### config.mk
export PLATFORM = sky130hd
export DESIGN_NAME = modem_status_reg
export DESIGN_NICKNAME = d
export VERILOG_FILES = /design/src/rtl/modem_status_pkg.sv /design/src/rtl/modem_sync.sv /design/src/rtl/modem_delta.sv /design/src/rtl/modem_status_reg.sv
export SDC_FILE = /design/constraint.sdc
export NUM_CORES = 1
export LEC_CHECK = 0
export BUFFER_PORTS_ARGS = -buffer_cell sky130_fd_sc_hd__buf_2
export CAP_MARGIN = 10
export CORE_ASPECT_RATIO = 0.75
export CORE_MARGIN = 1
export CORE_UTILIZATION = 38
export DETAILED_ROUTE_END_ITERATION = 7
export GPL_ROUTABILITY_DRIVEN = 0
export PLACE_DENSITY_LB_ADDON = 0.1
export SYNTH_ARGS = -nofsm -noshare
export SYNTH_HDL_FRONTEND = slang
export SYNTH_HIERARCHICAL = 1
export SYNTH_SLANG_ARGS = --single-unit
### constraint.sdc
create_clock -name clk -period 1.75 [get_ports clk]
set_input_delay 0.35 -clock clk [delete_from_list [all_inputs] [get_ports clk]]
set_output_delay 0.35 -clock clk [all_outputs]
set_load 0.03 [all_outputs]
### src/rtl/modem_status_pkg.sv
package modem_status_pkg;

    localparam int unsigned NUM_LINES = 4;

    // line index inside every 4-bit line vector
    localparam int unsigned LN_CLEAR_SEND = 0;
    localparam int unsigned LN_SET_READY  = 1;
    localparam int unsigned LN_RING       = 2;
    localparam int unsigned LN_CARRIER    = 3;

    // word layout
    localparam int unsigned FLAG_LSB  = 0;
    localparam int unsigned LEVEL_LSB = FLAG_LSB + NUM_LINES;
    localparam int unsigned FC_BIT    = LEVEL_LSB + NUM_LINES;
    localparam int unsigned USED_BITS = FC_BIT + 1;

    // lines whose flag sets only on a pin falling edge
    localparam logic [NUM_LINES-1:0] FALL_ONLY_MASK = NUM_LINES'(1) << LN_RING;

    typedef struct packed {
        logic                 fc_en;
        logic [NUM_LINES-1:0] flags;
    } stat_state_t;

endpackage

### src/rtl/modem_sync.sv
module modem_sync #(
    parameter int unsigned WIDTH = 4,
    parameter int unsigned STAGES = 2,
    parameter logic [WIDTH-1:0] RESET_VAL = '1
) (
    input  logic             clk,
    input  logic             rst_n,
    input  logic [WIDTH-1:0] din,
    output logic [WIDTH-1:0] dout
);

    logic [WIDTH-1:0] stage_d [STAGES];
    logic [WIDTH-1:0] stage_q [STAGES];

    always_comb begin
        stage_d[0] = din;
        for (int s = 1; s < STAGES; s++) begin
            stage_d[s] = stage_q[s-1];
        end
    end

    always_ff @(posedge clk or negedge rst_n) begin
        if (!rst_n) begin
            for (int s = 0; s < STAGES; s++) begin
                stage_q[s] <= RESET_VAL;
            end
        end else begin
            for (int s = 0; s < STAGES; s++) begin
                stage_q[s] <= stage_d[s];
            end
        end
    end

    assign dout = stage_q[STAGES-1];

endmodule

### src/rtl/modem_delta.sv
module modem_delta #(
    parameter int unsigned WIDTH = 4,
    parameter logic [WIDTH-1:0] FALL_ONLY = '0
) (
    input  logic             clk,
    input  logic             rst_n,
    input  logic [WIDTH-1:0] pin_lvl,
    output logic [WIDTH-1:0] active,
    output logic [WIDTH-1:0] event_o
);

    logic [WIDTH-1:0] prev_d;
    logic [WIDTH-1:0] prev_q;

    always_comb begin
        prev_d = pin_lvl;
    end

    always_ff @(posedge clk or negedge rst_n) begin
        if (!rst_n) begin
            prev_q <= '1;
        end else begin
            prev_q <= prev_d;
        end
    end

    assign active = ~pin_lvl;

    for (genvar i = 0; i < WIDTH; i++) begin : g_line
        if (FALL_ONLY[i]) begin : g_fall
            assign event_o[i] = prev_q[i] & ~pin_lvl[i];
        end else begin : g_any
            assign event_o[i] = prev_q[i] ^ pin_lvl[i];
        end
    end

endmodule

### src/rtl/modem_status_reg.sv
module modem_status_reg
    import modem_status_pkg::*;
#(
    parameter int unsigned ADDR_W = 8,
    parameter logic [ADDR_W-1:0] REG_ADDR = 8'h0C,
    parameter bit CLEAR_ON_READ = 1'b1,
    parameter int unsigned SYNC_STAGES = 2
) (
    input  logic              clk,
    input  logic              rst_n,
    input  logic [ADDR_W-1:0] bus_addr,
    input  logic              bus_wr_en,
    input  logic [31:0]       bus_wr_data,
    input  logic              bus_rd_en,
    output logic [31:0]       bus_rd_data,
    input  logic              carrier_n_i,
    input  logic              ring_n_i,
    input  logic              set_ready_n_i,
    input  logic              clear_send_n_i,
    output logic              irq_o
);

    localparam int unsigned PAD_W = 32 - USED_BITS;

    logic [NUM_LINES-1:0] raw_pins;
    logic [NUM_LINES-1:0] sync_pins;
    logic [NUM_LINES-1:0] line_active;
    logic [NUM_LINES-1:0] line_event;
    logic [NUM_LINES-1:0] clr_mask;
    logic                 rd_hit;
    logic                 wr_hit;
    stat_state_t          st_d;
    stat_state_t          st_q;

    always_comb begin
        raw_pins                = '1;
        raw_pins[LN_CARRIER]    = carrier_n_i;
        raw_pins[LN_RING]       = ring_n_i;
        raw_pins[LN_SET_READY]  = set_ready_n_i;
        raw_pins[LN_CLEAR_SEND] = clear_send_n_i;
    end

    modem_sync #(
        .WIDTH     (NUM_LINES),
        .STAGES    (SYNC_STAGES),
        .RESET_VAL ('1)
    ) u_sync (
        .clk   (clk),
        .rst_n (rst_n),
        .din   (raw_pins),
        .dout  (sync_pins)
    );

    modem_delta #(
        .WIDTH     (NUM_LINES),
        .FALL_ONLY (FALL_ONLY_MASK)
    ) u_delta (
        .clk     (clk),
        .rst_n   (rst_n),
        .pin_lvl (sync_pins),
        .active  (line_active),
        .event_o (line_event)
    );

    always_comb begin
        rd_hit = bus_rd_en && (bus_addr == REG_ADDR);
        wr_hit = bus_wr_en && (bus_addr == REG_ADDR);

        if (CLEAR_ON_READ) begin
            clr_mask = {NUM_LINES{rd_hit}};
        end else if (wr_hit) begin
            clr_mask = bus_wr_data[FLAG_LSB +: NUM_LINES];
        end else begin
            clr_mask = '0;
        end

        st_d = st_q;
        // a new event outranks a clear on the same edge
        st_d.flags = (st_q.flags & ~clr_mask) | line_event;
        if (wr_hit) begin
            st_d.fc_en = bus_wr_data[FC_BIT];
        end
    end

    always_ff @(posedge clk or negedge rst_n) begin
        if (!rst_n) begin
            st_q <= '0;
        end else begin
            st_q <= st_d;
        end
    end

    assign bus_rd_data = rd_hit ? {{PAD_W{1'b0}}, st_q.fc_en, line_active, st_q.flags} : 32'h0;
    assign irq_o       = |st_q.flags;

endmodule


==> impl_summary.txt <==
----------------------------------------------------
[Status]
  Result of the run ... finished clean

[Cells and area]
  Most common cell after layout, fill and taps aside ... buf_2
  Commonest non-fill, non-tap cells in the layout ... buf_2 (25), conb_1 (23), dfstp_2 (12)
  Number of nets in the finished design ... 151
  Layout Area Growth over Synthesis ... 16.8%
  Total inserted antenna cells ... 0
  Share of post-route cells with drive strength above 1 ... 49.0%
  Final core area utilization ... 47.5%

[Timing]
  Setup repair after global routing missed its margin ... true
  Clock tree skew after final layout ... 0.0103 ns
  Final hold violations ... 0
  Number of max-slew violations in the final report ... 0
  Final setup violation count ... 0
  Highest achievable clock rate ... 579 MHz
  Portion of the clock cycle consumed by the worst path in the final layout ... 98.6%
  Minimum period implied by the final worst setup slack ... 1.73 ns
  Worst-case setup margin in the final layout ... 0.0239 ns

[Critical path]
  Class of the most critical setup path ... register to primary output
  Data required time at the worst endpoint ... 1.40 ns
  Crit path DAT ... 1.38 ns
  Cell Chain, Critical Path ... or4_4, buf_6
  Largest stage delay, worst path ... 0.54 ns
  Startpoint type of the worst setup path ... register
  Largest delay contributor family on the critical path ... simple AND/OR/NAND/NOR gates
  Buf+Inv Stages, Crit Path ... 1
  Crit path max fanout ... 3
  Critical-path top delay cell ... or4_4
  Critical Path Sink Type ... primary output

[Routing]
  Detailed-route wire length on metal 1 ... 470 microns
  Met2 Routed Length ... 487 microns
  Vias/cell ... 3.97
  Met3 Wirelength ... 140 microns
  Final wirelength ... 1110 microns
  Routed Antenna Nets ... 0
  DRC violations left ... 0
  Detail-routed net length per standard cell ... 8.79 microns
  Top routing layer in use ... met4
  Detailed-router iteration count before antenna repair ... 2
  Routed vias ... 500
  Starting DRT DRC Count ... 2

[Yosys]
  Async set or reset register ratio after synthesis ... 100%
  Register area share after synthesis ... 53.3%
  Average cell area after synthesis ... 11.8 sq um
  Post-synth EDFFs ... 0
  Count of mapped cells out of synthesis ... 70
  Netlist cell types ... 15
  Main synth FF type ... dfstp_2
  Post-synthesis instance area ... 827 sq um
  Synthesis warning total ... 6
  Total of flip-flops plus latches after synthesis ... 17

[Global route]
  Pin count of the biggest net entering global routing ... 18
  Antenna violations before repair ... 0
  Congestion Overflow GR ... 0
  Global-route wire length before repair ... 1710 microns
  Total routing usage reported by global routing ... 9.78%
  Vias in the first global route ... 412

[Power]
  Net switching fraction of the power ... 29.0%
  Power share of the clock group ... 28.5%
  Net switching power ... 0.217 mW
  Sequential share of power ... 57.1%
  Int Power ... 0.531 mW
  Max IR drop VDD ... 579 uV
  Logic gate share of total power ... 14.3%
  Power density cells ... 774 nW/um^2
  Total leakage power ... 0.497 nW

[Clock tree]
  Clock H-tree levels ... 1
  Clock Path Buffers ... 2
  Cts bufs inserted ... 3
  Clock input transition at the sequential cells of the worst setup and hold paths ... 0.11 ns
  Number of sinks handled by clock tree synthesis ... 17
  TritonCTS clock tree ... yes
  Skew-Pair Late Insertion Delay ... 0.29 ns
  Root cell of the clock tree ... clkbuf_4

[Floorplan]
  Area of the die ... 2370 sq um
  Area of the core region ... 2030 sq um
  X dimension of the die ... 55.9 microns
  Chip Height ... 42.4 microns
  Starting utilization of the core area ... 40.7%
  Total I/O pin count ... 81
  Rows ... 14

[Placed design]
  Count of buffers from port buffering ... 26
  Worst slack at placement ... -0.0447 ns

[Min path]
  Path category of the worst min-delay check ... primary input to register

[Flow run]
  # Max-Cap Violations ... 0

----------------------------------------------------
metrics by stage:
step           cell area, sq um  instances  TNS (ns)  power [mW]  hold slack [ns]
2_1_floorplan               910         92         0       0.547           0.0544
3_3_place_gp                905        120    -0.318       0.538            0.280
3_5_place_dp                905        120    -0.250       0.539            0.282
4_1_cts                     945        125         0       0.759            0.128
5_1_grt                     966        126  -0.00850       0.783            0.112
6_report                    966        126         0       0.747            0.139
power by group through the flow:
| stage | combinational (mW) | sequential, mW | clock, mW |
|---|---|---|---|
| final | 0.107 | 0.427 | 0.213 |
| after global routing | 0.115 | 0.429 | 0.239 |
| after CTS | 0.107 | 0.427 | 0.224 |
| after detailed placement | 0.105 | 0.434 | 0 |
| after global placement | 0.104 | 0.433 | 0 |
| after floorplan | 0.115 | 0.432 | 0 |
cell usage after synthesis, drive strengths merged (2+ instances only):
cell   number  area (sq um)
inv         4          15.0
a21o        4          30.0
xor2        3          26.3
dfrtp       5           125
buf        24           180
and2        9          56.3
nand3       2          10.0
dfstp      12           315
registers in the layout (all words and copies together) (netlist names):
| signal | count |
|---|---|
| st_q | 5 |
| u_delta/prev_q | 4 |
| u_sync/dout | 4 |
| u_sync/stage_d | 4 |
per-layer routing:
metal | track usage, % | vias to the layer above
met5 | 0 | -
met4 | 5.85 | 0
met3 | 5.56 | 2
met2 | 14.9 | 38
met1 | 10.7 | 223
li1 | - | 237
worst register-to-register path, cell delays in order, from the launching register on:
cell and delay, ns:
dfstp_2 0.57, xor2_1 0.07, a21o_1 0.15
repair_timing:
item                       4_1_cts  5_1_grt
hold endpoints to repair         5        0
hold buffers                     1        0
setup endpoints to repair        9       10
resized for setup                1        5
cloned                           0        0
setup buffers                    0        1
cell type report:
type	instances	area, sq um
clock buffers	3	22.5
flip-flops and latches	17	440
fillers	216	1070
clock inverters	1	6.26
well taps	24	30.0
repair buffers	30	169
multi-input cells	47	283
inverters	4	15.0
worst paths after layout:
| kind | startpoint | to | slack [ns] | cells after the start |
|---|---|---|---|---|
| worst max-delay path | st_q[1]$_DFF_PN0_ | irq_o | 0.02 | 2 |
| worst min-delay path | set_ready_n_i | u_sync/stage_d[1]$_DFF_PN1_ | 0.14 | 1 |
| worst max register to register | u_sync/dout[1]$_DFF_PN1_ | st_q[1]$_DFF_PN0_ | 0.86 | 2 |
| worst min register to register | u_sync/stage_d[0]$_DFF_PN1_ | u_sync/dout[0]$_DFF_PN1_ | 0.36 | 0 |
| max in group asynchronous | rst_n | u_delta/prev_q[1]$_DFF_PN1_ | 0.95 | 2 |
| min in group asynchronous | rst_n | st_q[4]$_DFFE_PN0P_ | 0.50 | 2 |
cells by family (layout without fill, tap and decap cells):
group                     after synthesis  in the layout  share of synthesized area (%)
AOI/OAI and AO/OA                       4              4                           3.63
xor gates and xnor gates                3              3                           3.18
buffers and inverters                  28             38                           23.6
muxes                                   1              1                           1.36
other                                   1             23                          0.453
DFF                                    17             17                           53.3
and+or+nand+nor                        16             16                           14.5
No activity file was read; power rests on OpenSTA's default activity.
